## src/rtl/bpsk_demod_pkg.sv

```systemverilog
package bpsk_demod_pkg;

    localparam int CHAR_BITS = 10;

    typedef enum logic [2:0] {
        ST_IDLE,
        ST_TRAIN,
        ST_WAIT_SOF,
        ST_SOF_LOW,
        ST_WAIT_START,
        ST_DATA
    } dmd_state_e;

    typedef enum logic [1:0] {
        CH_DATA,
        CH_EOF,
        CH_BAD
    } char_kind_e;

    function automatic int imax(input int a, input int b);
        return (a > b) ? a : b;
    endfunction

    // bit 0 is the first bit on air (start), bit 9 the last (stop)
    function automatic char_kind_e classify(input logic [CHAR_BITS-1:0] c);
        if (c == '0)
            return CH_EOF;
        else if (!c[0] && c[CHAR_BITS-1])
            return CH_DATA;
        else
            return CH_BAD;
    endfunction

endpackage

```

## src/rtl/bpsk_metric.sv

```systemverilog
module bpsk_metric #(
    parameter int SMP_W  = 8,
    parameter int ACC_W  = 12,
    parameter int PROJ_W = 10,
    parameter int THRESH = 8
) (
    input  logic signed [SMP_W-1:0]  s_i,
    input  logic signed [SMP_W-1:0]  s_q,
    input  logic signed [ACC_W-1:0]  r_i,
    input  logic signed [ACC_W-1:0]  r_q,
    output logic                     present,
    output logic signed [PROJ_W-1:0] proj
);
    localparam int MAG_W = SMP_W + 1;
    localparam int AMP_W = SMP_W + 2;

    logic signed [MAG_W-1:0] x_i, x_q;
    logic        [MAG_W-1:0] m_i, m_q, big, small_half;
    logic        [AMP_W-1:0] amp;
    logic signed [PROJ_W-1:0] e_i, e_q, t_i, t_q;
    logic ri_pos, rq_pos;

    always_comb begin
        x_i = MAG_W'(s_i);
        x_q = MAG_W'(s_q);
        m_i = x_i[MAG_W-1] ? MAG_W'(-x_i) : MAG_W'(x_i);
        m_q = x_q[MAG_W-1] ? MAG_W'(-x_q) : MAG_W'(x_q);
        big        = (m_i > m_q) ? m_i : m_q;
        small_half = ((m_i >> 1) < (m_q >> 1)) ? (m_i >> 1) : (m_q >> 1);
        amp     = AMP_W'(big) + AMP_W'(small_half);
        present = amp > AMP_W'(THRESH);
    end

    always_comb begin
        ri_pos = !r_i[ACC_W-1] && (r_i != '0);
        rq_pos = !r_q[ACC_W-1] && (r_q != '0);
        e_i  = PROJ_W'(s_i);
        e_q  = PROJ_W'(s_q);
        t_i  = ri_pos ? e_i : -e_i;
        t_q  = rq_pos ? e_q : -e_q;
        proj = t_i + t_q;
    end
endmodule

```

## src/rtl/bpsk_phase_ref.sv

```systemverilog
module bpsk_phase_ref #(
    parameter int SMP_W = 8,
    parameter int ACC_W = 12
) (
    input  logic                    clk,
    input  logic                    rst,
    input  logic                    load,
    input  logic                    add,
    input  logic signed [SMP_W-1:0] s_i,
    input  logic signed [SMP_W-1:0] s_q,
    output logic signed [ACC_W-1:0] r_i,
    output logic signed [ACC_W-1:0] r_q
);
    logic signed [ACC_W-1:0] w_i, w_q;

    assign w_i = ACC_W'(s_i);
    assign w_q = ACC_W'(s_q);

    always_ff @(posedge clk) begin
        if (rst) begin
            r_i <= '0;
            r_q <= '0;
        end else if (load) begin
            r_i <= w_i;
            r_q <= w_q;
        end else if (add) begin
            r_i <= r_i + w_i;
            r_q <= r_q + w_q;
        end
    end
endmodule

```

## src/rtl/bpsk_frame_fsm.sv

```systemverilog
module bpsk_frame_fsm
    import bpsk_demod_pkg::*;
#(
    parameter int PROJ_W    = 10,
    parameter int TRAIN_N   = 8,
    parameter int WAIT_MAX  = 50,
    parameter int SOF_MIN   = 20,
    parameter int SOF_MAX   = 26,
    parameter int GAP_MAX   = 25,
    parameter int SPB       = 2,
    parameter int MAX_BYTES = 8,
    parameter int LEN_W     = 4
) (
    input  logic                     clk,
    input  logic                     rst,
    input  logic                     en,
    input  logic                     present,
    input  logic signed [PROJ_W-1:0] proj,
    output logic                     ref_load,
    output logic                     ref_add,
    output logic                     byte_valid,
    output logic [7:0]               byte_data,
    output logic                     frame_done,
    output logic [LEN_W-1:0]         frame_len
);
    localparam int POS_LIM = imax(imax(WAIT_MAX, GAP_MAX), imax(imax(SOF_MAX + 1, TRAIN_N), SPB));
    localparam int POS_W   = $clog2(POS_LIM + 1);
    localparam int BACC_W  = PROJ_W + $clog2(SPB) + 1;
    localparam int NB_W    = $clog2(CHAR_BITS);

    dmd_state_e              state;
    logic [POS_W-1:0]        pos, pos_n;
    logic signed [BACC_W-1:0] bit_acc, acc_n;
    logic [CHAR_BITS-2:0]    sh;
    logic [NB_W-1:0]         nbits;
    logic [LEN_W-1:0]        len;
    logic                    is_one, bit_v;
    logic [CHAR_BITS-1:0]    chr;

    always_comb begin
        is_one = !proj[PROJ_W-1] && (proj != '0);
        pos_n  = pos + POS_W'(1);
        acc_n  = bit_acc + BACC_W'(proj);
        bit_v  = !acc_n[BACC_W-1] && (acc_n != '0);
        chr    = {bit_v, sh};
        ref_load = en && (state == ST_IDLE) && present;
        ref_add  = en && (state == ST_TRAIN) && (pos < POS_W'(TRAIN_N)) && present;
    end

    always_ff @(posedge clk) begin
        if (rst) begin
            state      <= ST_IDLE;
            pos        <= '0;
            bit_acc    <= '0;
            sh         <= '0;
            nbits      <= '0;
            len        <= '0;
            byte_valid <= 1'b0;
            byte_data  <= '0;
            frame_done <= 1'b0;
            frame_len  <= '0;
        end else begin
            byte_valid <= 1'b0;
            frame_done <= 1'b0;
            if (en) begin
                case (state)
                    ST_IDLE: begin
                        if (present) begin
                            state <= ST_TRAIN;
                            pos   <= POS_W'(1);
                            len   <= '0;
                        end
                    end
                    ST_TRAIN: begin
                        if (pos < POS_W'(TRAIN_N)) begin
                            pos <= pos_n;
                        end else begin
                            state <= ST_WAIT_SOF;
                            pos   <= '0;
                        end
                    end
                    ST_WAIT_SOF: begin
                        if (!is_one) begin
                            state <= ST_SOF_LOW;
                            pos   <= '0;
                        end else if (pos >= POS_W'(WAIT_MAX)) begin
                            state <= ST_IDLE;
                        end else begin
                            pos <= pos_n;
                        end
                    end
                    ST_SOF_LOW: begin
                        if (is_one) begin
                            if (pos_n < POS_W'(SOF_MIN)) begin
                                state <= ST_IDLE;
                            end else begin
                                state <= ST_WAIT_START;
                                pos   <= '0;
                            end
                        end else if (pos_n > POS_W'(SOF_MAX)) begin
                            state <= ST_IDLE;
                        end else begin
                            pos <= pos_n;
                        end
                    end
                    ST_WAIT_START: begin
                        if (!is_one) begin
                            state   <= ST_DATA;
                            pos     <= POS_W'(1);
                            bit_acc <= BACC_W'(proj);
                            nbits   <= '0;
                            sh      <= '0;
                        end else if (pos >= POS_W'(GAP_MAX)) begin
                            state <= ST_IDLE;
                        end else begin
                            pos <= pos_n;
                        end
                    end
                    ST_DATA: begin
                        if (pos == POS_W'(SPB - 1)) begin
                            pos     <= '0;
                            bit_acc <= '0;
                            if (nbits == NB_W'(CHAR_BITS - 1)) begin
                                case (classify(chr))
                                    CH_DATA: begin
                                        if (len == LEN_W'(MAX_BYTES)) begin
                                            state <= ST_IDLE;
                                        end else begin
                                            byte_valid <= 1'b1;
                                            byte_data  <= chr[8:1];
                                            len        <= len + LEN_W'(1);
                                            state      <= ST_WAIT_START;
                                        end
                                    end
                                    CH_EOF: begin
                                        state <= ST_IDLE;
                                        if (len != '0) begin
                                            frame_done <= 1'b1;
                                            frame_len  <= len;
                                        end
                                    end
                                    default: state <= ST_IDLE;
                                endcase
                            end else begin
                                sh    <= {bit_v, sh[CHAR_BITS-2:1]};
                                nbits <= nbits + NB_W'(1);
                            end
                        end else begin
                            pos     <= pos_n;
                            bit_acc <= acc_n;
                        end
                    end
                    default: state <= ST_IDLE;
                endcase
            end
        end
    end
endmodule

```

## src/rtl/bpsk_frame_demod.sv

```systemverilog
module bpsk_frame_demod #(
    parameter int SMP_W     = 8,
    parameter int THRESH    = 8,
    parameter int TRAIN_N   = 8,
    parameter int WAIT_MAX  = 50,
    parameter int SOF_MIN   = 20,
    parameter int SOF_MAX   = 26,
    parameter int GAP_MAX   = 25,
    parameter int SPB       = 2,
    parameter int MAX_BYTES = 8,
    parameter int LEN_W     = $clog2(MAX_BYTES + 1)
) (
    input  logic                    clk,
    input  logic                    rst,
    input  logic                    smp_en,
    input  logic signed [SMP_W-1:0] smp_i,
    input  logic signed [SMP_W-1:0] smp_q,
    output logic                    byte_valid,
    output logic [7:0]              byte_data,
    output logic                    frame_done,
    output logic [LEN_W-1:0]        frame_len
);
    localparam int ACC_W  = SMP_W + $clog2(TRAIN_N) + 1;
    localparam int PROJ_W = SMP_W + 2;

    logic                     present, ref_load, ref_add;
    logic signed [ACC_W-1:0]  r_i, r_q;
    logic signed [PROJ_W-1:0] proj;

    bpsk_metric #(
        .SMP_W(SMP_W), .ACC_W(ACC_W), .PROJ_W(PROJ_W), .THRESH(THRESH)
    ) u_metric (
        .s_i(smp_i), .s_q(smp_q), .r_i(r_i), .r_q(r_q),
        .present(present), .proj(proj)
    );

    bpsk_phase_ref #(
        .SMP_W(SMP_W), .ACC_W(ACC_W)
    ) u_ref (
        .clk(clk), .rst(rst), .load(ref_load), .add(ref_add),
        .s_i(smp_i), .s_q(smp_q), .r_i(r_i), .r_q(r_q)
    );

    bpsk_frame_fsm #(
        .PROJ_W(PROJ_W), .TRAIN_N(TRAIN_N), .WAIT_MAX(WAIT_MAX),
        .SOF_MIN(SOF_MIN), .SOF_MAX(SOF_MAX), .GAP_MAX(GAP_MAX),
        .SPB(SPB), .MAX_BYTES(MAX_BYTES), .LEN_W(LEN_W)
    ) u_fsm (
        .clk(clk), .rst(rst), .en(smp_en), .present(present), .proj(proj),
        .ref_load(ref_load), .ref_add(ref_add),
        .byte_valid(byte_valid), .byte_data(byte_data),
        .frame_done(frame_done), .frame_len(frame_len)
    );
endmodule

```

## config.mk

```make
export PLATFORM = sky130hd
export DESIGN_NAME = bpsk_frame_demod
export DESIGN_NICKNAME = d
export VERILOG_FILES = /design/src/rtl/bpsk_demod_pkg.sv /design/src/rtl/bpsk_metric.sv /design/src/rtl/bpsk_phase_ref.sv /design/src/rtl/bpsk_frame_fsm.sv /design/src/rtl/bpsk_frame_demod.sv
export SDC_FILE = /design/constraint.sdc
export NUM_CORES = 1
export LEC_CHECK = 0
export ABC_CLOCK_PERIOD_IN_PS = 6100
export BUFFER_PORTS_ARGS = -buffer_cell sky130_fd_sc_hd__buf_4
export CORE_ASPECT_RATIO = 2
export CORE_MARGIN = 1
export CORE_UTILIZATION = 40
export CTS_CLUSTER_DIAMETER = 40
export DETAILED_ROUTE_END_ITERATION = 8
export PLACE_DENSITY = 0.63
export SLEW_MARGIN = 20
export SYNTH_ARGS = -nofsm -noshare
export SYNTH_HDL_FRONTEND = slang
export SYNTH_SLANG_ARGS = --single-unit
export TNS_END_PERCENT = 30
```

## constraint.sdc

```tcl
create_clock -name clk -period 6.1 [get_ports clk]
set_input_delay 1.525 -clock clk [delete_from_list [all_inputs] [get_ports clk]]
set_output_delay 1.525 -clock clk [all_outputs]
set_load 0.005 [all_outputs]
```

==> results.md, run 1 <==
* Outcome: finished clean
* Critical path depth at 28
* Pre-CTS setup slack at -0.456 ns
* Hold Path Class: flop to flop
* IO buf count at 32
* RSZ-0062 raised after global routing: yes
* Global Route Usage Sum at 0.229
* Post-Synthesis Cells at 960
* Total routed wirelength at 22000 um
* Initial antenna violation count at 0
* Largest net degree at the start of global routing at 83
* Worst Clk Skew at 0.0102 ns
* CTS tree: done
* Slew Limit Fails at 0
* Reg2Reg Depth at 23
* Synth warn at 0
* Drt pass-1 iters at 5
* First-pass GRT wire length at between 30000 and 40000 um
* Total grt overflow at 0
* Vert. Die Dim at 193 um
* Worst hold slack at 0.499 ns
* Starting Density at 0.410
* Max Cap Viol at 0
* Placed cells at 1299
* Asr flop ratio synth at 0
* Mapped Nets at 1059
* Post-DR vias/cell at approximately 5.7
* Worst Path Arrival at 6.20 ns
* Area grow syn2layout at 30.6%
* Antenna viol nets, final at 0
* Synth Area per Inst at 7.59 sq um
* Routed vias at 7620
* Root buffer cell: clkbuf_16
* H-tree depth at 3
* Worst Slack Setup Final at 0.156 ns
* Fin. Hold Viols at 0
* Buf/Inv on CP at 10
* Placed Area at 0.00872 sq mm
* Rows at 69
* CP delay by family, top: buffers and inverters
* Die area at about 0.019 sq mm
* Worst-skew pair later-pin latency at 0.35 ns
* CP max FO at 5
* DR iter-0 viols at about 220
* Final period util at 0.974
* Fin crit period at 5.94 ns
* Slowest cell on the critical path: or3_4
* Most frequent CP cell: buf_4
* Distinct cells, synth at 72
* FF-to-FF End: u_fsm.len[3]$_SDFFE_PP0P_
* Worst reg2reg setup slack at 0.76 ns
* Most used DFF post-synth: dfxtp_1
* CP max stage delay at 0.36 ns
* CP startpoint: smp_q[1]
* Nets at 1212
* Worst setup EP type: flop
* Share of layout cells above drive strength 1 at 0.243
* Reg2reg start: u_ref.r_i[3]$_SDFFE_PP0P_
* Vias in the first global route at 7381
* Clock sink count at 76
* Post-synth EDFFs at 0
* FILL cells at 1709
* Layout Cells excl Fill at 1331
* Slew @ Worst Pin at between 0.8 and 0.9 ns
* Drt drc at 0
* Finished Cell Area at 0.00952 sq mm
* Routability congestion estimate at 0.917
* Fmax at approximately 0.17 GHz
* Die width at between 90 and 100 um
* Register area share after synthesis at 0.209
* Post-Syn Area at roughly 0.0073 sq mm
* DR WL/cell at 16.5 um
* Final HPWL DP at roughly 17000 um
* Worst Setup Start Kind: primary input
* Slew headroom at 0.412
* Yosys reg bits at 76
* Core area at 0.0178 sq mm
* Total CTS buffers at 9
* Register clock-pin slew on the reported worst setup and hold paths at 0.07 ns
* # setup viols final at 0
* Leading cell type in the layout, fill and taps excluded: buf_4
* Crit path kind: primary input to flop
* ANT cells at 0
* Io pins at 33
* Clock Path Buffers at 2
* CP Capture Point: u_ref.r_i[9]$_SDFFE_PP0P_
* Required time worst endpoint at 6.36 ns
* Most frequent cells in the layout: buf_4, nor2_1, nand2_1
==> per-stage QoR <==
stage | utilization | setup TNS, ns
6_report | 0.535 | 0
5_1_grt | 0.535 | -1.02
4_1_cts | 0.508 | 0
3_5_place_dp | 0.490 | -13.70
3_3_place_gp | 0.490 | -10.36
2_1_floorplan | - | 0
==> worst reg2reg max path: stages (launching register included) <==
cell and delay [ns]:
dfxtp_1 0.34, nor4_1 0.36, a31oi_1 0.32, mux2_2 0.35, inv_1 0.06, fa_1 0.40
nand2b_1 0.18, a211oi_1 0.36, o21bai_1 0.14, buf_4 0.15, and2_1 0.20, ha_4 0.30
o21ai_0 0.08, a21oi_1 0.19, buf_4 0.14, a2111oi_1 0.06, nand4b_1 0.26, nor4b_1 0.37
and4b_1 0.30, buf_12 0.15, nor3_2 0.05, buf_4 0.16, and3_1 0.16, o21a_1 0.16
==> state kept, by name, summed over array words and instances, names as in the netlist, 3 cells and up <==
name and count:
u_fsm.nbits 4, u_fsm.frame_len 4, u_fsm.byte_data 8, u_fsm.bit_acc 12, u_fsm.pos 6, u_ref.r_i 12
u_fsm.len 4, u_fsm.sh 9, u_fsm.state 3, u_ref.r_q 12
==> cell usage after synthesis, types with 4 or more instances <==
cell type    n  area [sq um]
or4_1        4          30.0
dfxtp_1     76          1520
nand4_1      9          56.3
ha_1        75           938
nor4_1      12          75.1
and3_1       6          37.5
nand3b_1     7          52.6
xor2_1      24           210
nor3_1      35           175
a21o_1      12          90.1
buf_2        4          20.0
nand3_1     22           110
o21a_1       4          30.0
nand2b_1     9          56.3
o21ai_0     40           200
o21bai_1     4          30.0
nor2b_1      8          50.1
a311oi_1     8          70.1
nand2_1     80           300
o211ai_1     8          60.1
a21oi_1     63           315
a2111oi_0    6          52.6
fa_1         5           100
mux2_2       8          90.1
or3_1        7          43.8
mux2i_1     50           500
and2_1      15          93.8
a211oi_1    32           240
clkbuf_1    32           120
nor3b_1      5          37.5
nor2_1     120           450
inv_1       58           218
a31oi_1     15          93.8
o311ai_0     4          35.0
xnor2_1     25           219
or2_2        7          43.8
==> routing by layer <==
metal | track usage | part of all wire | wire, um | up-vias
met1 | 0.218 | 0.35 | 7780 | 3615
met2 | 0.465 | 0.57 | 12400 | 160
li1 | - | - | - | 3774
met4 | 0.126 | 0.056 | 1240 | 0
met3 | 0.0268 | 0.025 | 543 | 71
met5 | 0 | 0 | 0 | -
==> final cells by class <==
| cell class | instances | area [sq um] | area share |
|---|---|---|---|
| Tap cell | 213 | 267 | 0.0280 |
| Clock inverter | 7 | 62.6 | 0.00657 |
| Clock buffer | 9 | 225 | 0.0237 |
| Multi-Input combinational cell | 782 | 5710 | 0.599 |
| Timing Repair Buffer | 183 | 1510 | 0.158 |
| Sequential cell | 76 | 1520 | 0.160 |
| Inverter | 61 | 229 | 0.0241 |
==> cell families (layout without fill, tap and decap cells) <==
group / Yosys count / in the layout / share of synthesized area
fa+ha+maj: 81 / 81 / 0.144
compound gates: 236 / 236 / 0.215
buf+inv: 102 / 260 / 0.0553
flops: 76 / 76 / 0.209
mux: 58 / 58 / 0.0810
xor+xnor: 49 / 49 / 0.0589
simple gates: 358 / 358 / 0.237
==> worst min path at each step <==
stage                                          from                         endpoint  cells after the start
global route              u_ref.r_i[1]$_SDFFE_PP0P_        u_ref.r_i[1]$_SDFFE_PP0P_                      2
global placement        u_fsm.nbits[3]$_SDFFE_PP0P_      u_fsm.nbits[3]$_SDFFE_PP0P_                      2
detailed placement  u_fsm.byte_data[3]$_SDFFE_PP0P_  u_fsm.byte_data[3]$_SDFFE_PP0P_                      2
finish              u_fsm.byte_data[3]$_SDFFE_PP0P_  u_fsm.byte_data[3]$_SDFFE_PP0P_                      2
floorplan               u_fsm.nbits[3]$_SDFFE_PP0P_      u_fsm.nbits[3]$_SDFFE_PP0P_                      2
CTS                     u_fsm.nbits[3]$_SDFFE_PP0P_      u_fsm.nbits[3]$_SDFFE_PP0P_                      2
==> repair_timing <==
action                                 in CTS  in global routing
setup buffers                               0                 13
cloned                                      0                  3
pin swaps                                   0                 32
endpoints found under the hold margin       0                  0
resized for setup                           4                 62
setup endpoints to repair                  13                 53
hold buffers                                0                  0
Power of run 1 is left out: the tool's default activity adds up to more than one toggle a clock period on the data nets, which glitch-free logic cannot reach.
==> inputs of run 2 (changes only) <==
Settings changed: CORE_UTILIZATION 40 to 52, PLACE_DENSITY 0.63 to 0.77.
==> results.md, run 2 (same netlist as run 1, synthesis figures left out) <==
* Post-DR vias/cell at approximately 6
* # setup viols final at 0
* Clock sink count at 76
* RSZ-0062 raised after global routing: yes
* Routed vias at 7697
* CTS tree: done
* Critical path depth at 27
* Drt drc at 0
* Final HPWL DP at 15900 um
* Worst reg2reg setup slack at 0.88 ns
* Initial antenna violation count at 0
* Met1 usage at 0.272
* Worst-skew pair later-pin latency at 0.34 ns
* Slew @ Worst Pin at 1.01 ns
* Largest net degree at the start of global routing at 83
* Total CTS buffers at 9
* Slew headroom at 0.317
* FILL cells at 1110
* CP max stage delay at 0.41 ns
* Max Cap Viol at 0
* Most frequent CP cell: buf_4
* First-pass GRT wire length at 33500 um
* Buf/Inv on CP at 7
* Fmax at 0.166 GHz
* Outcome: finished clean
* Total grt overflow at 0
* CP Capture Point: u_fsm.state[0]$_SDFFE_PP0P_
* IO buf count at 32
* Top Registers: u_fsm.bit_acc (12), u_ref.r_i (12), u_ref.r_q (12)
* Share of layout cells above drive strength 1 at 0.232
* Slew Limit Fails at 0
* Die area at 0.0145 sq mm
* DR WL/cell at 16.5 um
* Nets at ~1.2k
* Worst Path Arrival at about 6.3 ns
* Fin. Hold Viols at 0
* Worst setup EP type: flop
* Multi-input gate area at 0.00563 sq mm
* Worst Clk Skew at 0.0112 ns
* DR iter-0 viols at 321
* Register clock-pin slew on the reported worst setup and hold paths at 0.06 ns
* Vias in the first global route at 7491
* HP Start: u_fsm.byte_data[0]$_SDFFE_PP0P_
* Drt pass-1 iters at 5
* Required time worst endpoint at 6.36 ns
* Layout Cells excl Fill at about 1.3k
* H-tree depth at 3
* Vert. Die Dim at around 170 um
* GR peak layer: met2
* Fin crit period at 6.02 ns
* Reg2Reg Depth at 25
* Met3 usage at 0.0316
* Rows at 60
* Hold Path Class: flop to flop
* Starting Density at 0.536
* CP max FO at 5
* Area grow syn2layout at 26.6%
* Total routed wirelength at 21200 um
* Root buffer cell: clkbuf_16
* ANT cells at 0
* Io pins at 33
* Reg2reg start: u_ref.r_i[1]$_SDFFE_PP0P_
* Die width at 85.7 um
* FF-to-FF End: u_fsm.byte_data[4]$_SDFFE_PP0P_
* Routability congestion estimate at 0.956
* CP delay by family, top: simple AND/OR/NAND/NOR gates
* Final period util at 0.987
* CP startpoint: smp_q[1]
* Final core occ at 0.679
* Core area at 0.0136 sq mm
* Crit path kind: primary input to flop
* Most frequent cells in the layout: buf_4, nor2_1, nand2_1
* Antenna viol nets, final at 0
* Met2 Use GR at 0.572
* Cts hold-fix bufs at 0
* Sequential cell area at around 0.0015 sq mm
* Global Route Usage Sum at 0.286
* Leading cell type in the layout, fill and taps excluded: buf_4
* Worst Setup Start Kind: primary input
* Placed cells at 1258
* Clock Path Buffers at 2
* Slowest cell on the critical path: a2111o_1
## run 2: routing by layer
metal	vias up	share of wire
li1	3744	-
met1	3614	0.35
met2	227	0.55
met3	112	0.032
met4	0	0.064
met5	-	0
## run 2: worst min path at each step
| stage | to | cells after the start |
|---|---|---|
| 2_1_floorplan | u_fsm.nbits[3]$_SDFFE_PP0P_ | 2 |
| 3_3_place_gp | u_fsm.byte_data[0]$_SDFFE_PP0P_ | 2 |
| 3_5_place_dp | u_fsm.nbits[3]$_SDFFE_PP0P_ | 2 |
| 4_1_cts | u_fsm.nbits[3]$_SDFFE_PP0P_ | 2 |
| 5_1_grt | u_fsm.byte_data[0]$_SDFFE_PP0P_ | 2 |
| 6_report | u_fsm.byte_data[0]$_SDFFE_PP0P_ | 2 |
## run 2: stage by stage
stage | TNS [ns] | instance area [sq um] | setup WS, ns | hold WS, ns
floorplan | 0 | 7310 | 0.00563 | 0.458
global placement | -8.86 | 8540 | -0.371 | 0.473
detailed placement | -14.81 | 8540 | -0.522 | 0.479
CTS | 0 | 8920 | 0.0158 | 0.489
global route | -3.70 | 9230 | -0.184 | 0.531
finish | 0 | 9230 | 0.0803 | 0.493
## run 2: timing repair
action,in CTS,in global routing
pin swaps,1,23
hold endpoints to repair,0,0
endpoints found under the setup margin,15,52
resized for setup,8,57
cloned,0,1
setup buffers,1,8
## run 2: tightest hold or removal path, cell delays in order (launching register included)
cell     delay, ns
dfxtp_1       0.32
mux2i_1       0.06
nor2_1        0.07
## run 2: final cells by class
class	instances	area share
Timing Repair Buffer	163	0.138
Clock inverter	6	0.0122
Sequential cell	76	0.165
Clock buffer	9	0.0244
Tap cell	186	0.0252
Inverter	61	0.0248
Multi-Input combinational cell	782	0.610
Power of run 2 is left out for the same reason.
==> inputs of run 3 (changes only) <==
Settings changed: ABC_AREA set to 1, ABC_CLOCK_PERIOD_IN_PS 6100 to 7500, CORE_MARGIN 1 to 1.5, PLACE_DENSITY 0.77 to 0.74.
Clock period 6.1 ns to 7.5 ns, I/O delays scaled along.
==> results.md, run 3 <==
* Post-CTS Resized at 0
* Final HPWL DP at 16700 um
* Outcome: finished clean
* DR top layer: met4
* Die area at 0.0151 sq mm
* Routed vias at between 7k and 8k
* Drt drc at 0
* Pint at 1.77 mW
* H-tree depth at 3
* # setup viols final at 0
* Met3 routed WL at 746 um
* First-pass GRT wire length at 34700 um
* Asr flop ratio synth at 0
* Total grt overflow at 0
* Routed length on met1 at 7470 um
* Hold Path Class: flop to flop
* Post-Synthesis Cells at ~1.2k
* Clock sink count at 76
* Fin crit period at 6.52 ns
* Antenna viol nets, final at 0
* Synth Area in XOR/XNOR at 0.0445
* Post-Syn Area at 0.00743 sq mm
* Worst Path Arrival at 6.82 ns
* Finished Cell Area at ~0.0081 sq mm
* Max Cap Viol at 0
* Fin. Hold Viols at 0
* Worst hold slack at 0.472 ns
* FILL cells at 1427
* Worst-skew pair later-pin latency at 0.35 ns
* Final period util at 0.869
* Crit path kind: primary input to flop
* Flop pwr share at 0.141
* Cts hold-fix bufs at 0
* Synth Area per Inst at 6.26 sq um
* Area grow syn2layout at 9.43%
* Slew headroom at 0.466
* Starting Density at 0.532
* Root buffer cell: clkbuf_16
* Vert. Die Dim at 172 um
* Post-DR vias/cell at around 5.6
* Layout Cells excl Fill at between 1k and 1.5k
* Clock power frac at 0.114
* Initial antenna violation count at 0
* Distinct cells, synth at 54
* Final core occ at 0.582
* Comb pwr share at 0.745
* Core area at about 0.014 sq mm
* IO buf count at 32
* Vias in the first global route at roughly 7.6k
* Sw Share at 0.567
* Share of layout cells above drive strength 1 at 0.0793
* Most frequent cells in the layout: nand2_1, inv_1, nor2_1
* Post-CTS Setup Bufs at 0
* Synth Area in Adders at 0.140
* Largest net degree at the start of global routing at 37
* DR WL/cell at 15.1 um
* Synth Area in Compound Gates at 0.175
* Top Registers: u_fsm.bit_acc (12), u_ref.r_i (12), u_ref.r_q (12)
* Nets at 1304
* Global Route Usage Sum at 0.295
* Slew @ Worst Pin at 0.793 ns
* Dominant cells by area after synthesis: dfxtp_1, nand2_1, ha_1, inv_1, nor2_1
* Post-synth EDFFs at 0
* CP max stage delay at 0.37 ns
* Total CTS buffers at 9
* Drt pass-1 iters at 5
* VDD IR max at approximately 0.22 mV
* Largest area contributor in the netlist: dfxtp_1
* Placed cells at 1383
* Power Total at roughly 4.1 mW
* Worst Setup Start Kind: primary input
* WL met2 at around 12000 um
* Post-synth top area share at 0.205
* Count leader, synth: nand2_1
* Pre-CTS setup slack at 0.658 ns
* CTS tree: done
* Leakage dissipation at 3.94 nW
* CP max FO at 27
* Worst Clk Skew at 0.00891 ns
* Commonest cells post-synth: nand2_1, inv_1, nor2_1
* Register area share after synthesis at 0.205
* Worst Slack Setup Final at between 0.9 and 1 ns
* Power Dens Cells at around 500 mW/mm^2
* DR iter-0 viols at 383
* Simple-Gate Fraction of Synth Area at 0.334
* ANT cells at 0
* Worst setup EP type: flop
* Rows at 61
* Total routed wirelength at 21100 um
* Routability congestion estimate at 0.935
* Clock Path Buffers at 2
* Yosys reg bits at 76
* Final TNS setup at 0 ns
* Required time worst endpoint at 7.80 ns
* Io pins at 33
* Mapped Nets at 1286
* RSZ-0062 raised after global routing: no
* Post-synthesis mux area share at 0
* Die width at 87.5 um
* P_sw at about 2.3 mW
* Slew Limit Fails at 0
* Synth warn at 0
* Placed Area at 0.00782 sq mm
* Most frequent CP cell: nand2_1
* Register clock-pin slew on the reported worst setup and hold paths at 0.07 ns
* Slowest cell on the critical path: inv_2
* Most used DFF post-synth: dfxtp_1
* Leading cell type in the layout, fill and taps excluded: nand2_1
* Fmax at about 0.15 GHz
* Main combinational cell family by area after synthesis: simple AND/OR/NAND/NOR gates
run 3: changes by cell type after synthesis, sizes merged, moves of 30 or more:
cell / delta
a211oi: -30
inv: +102
mux2i: -50
nand2: +206
nand3: +69
o21ai: +69
run 3: routing by layer:
layer  track usage  vias up
li1              -     3945
met2         0.578      187
met1         0.280     3555
met4         0.170        0
met5             0        -
met3        0.0415       84
run 3: final cells by class:
cell class                 count  area [sq um]  area share
inverter                     164           621      0.0763
tap                          189           236      0.0291
clock inverter                 5          58.8     0.00723
sequential                    76          1520       0.187
clock buffer                  11           253      0.0311
timing repair buffer          37           290      0.0357
multi-input combinational    917          5150       0.633
run 3: power groups by stage:
stage / combinational, mW / clock [mW] / sequential, mW
floorplan: 2.37 / 0 / 0.556
global placement: 2.96 / 0 / 0.582
detailed placement: 3.01 / 0 / 0.583
CTS: 3.03 / 0.469 / 0.574
global route: 3.47 / 0.484 / 0.588
finish: 3.05 / 0.466 / 0.578
run 3: critical path: cells and delay by family:
family / cells / cell delay (ns)
simple gates: 16 / 1.76
compound gates: 8 / 1.28
buf+inv: 5 / 0.96
fa+ha+maj: 3 / 0.91
run 3: kinds of logic after synthesis:
group / after synthesis
DFF: 76
and+or+nand+nor: 566
adders and majority gates: 80
AOI/OAI and AO/OA: 235
xor gates and xnor gates: 36
buffers and inverters: 194
run 3: worst paths after layout:
check / cells past startpoint / startpoint / slack [ns] / to
worst max register to register: 27 / u_ref.r_q[10]$_SDFFE_PP0P_ / 2.36 / u_fsm.byte_data[2]$_SDFFE_PP0P_
worst max-delay path: 32 / smp_i[1] / 0.98 / u_ref.r_i[4]$_SDFFE_PP0P_
worst min-delay path: 2 / u_fsm.bit_acc[8]$_SDFFE_PP0P_ / 0.47 / u_fsm.bit_acc[8]$_SDFFE_PP0P_
worst min register to register: 2 / u_fsm.bit_acc[8]$_SDFFE_PP0P_ / 0.47 / u_fsm.bit_acc[8]$_SDFFE_PP0P_
Power figures use the tool's default switching activity.
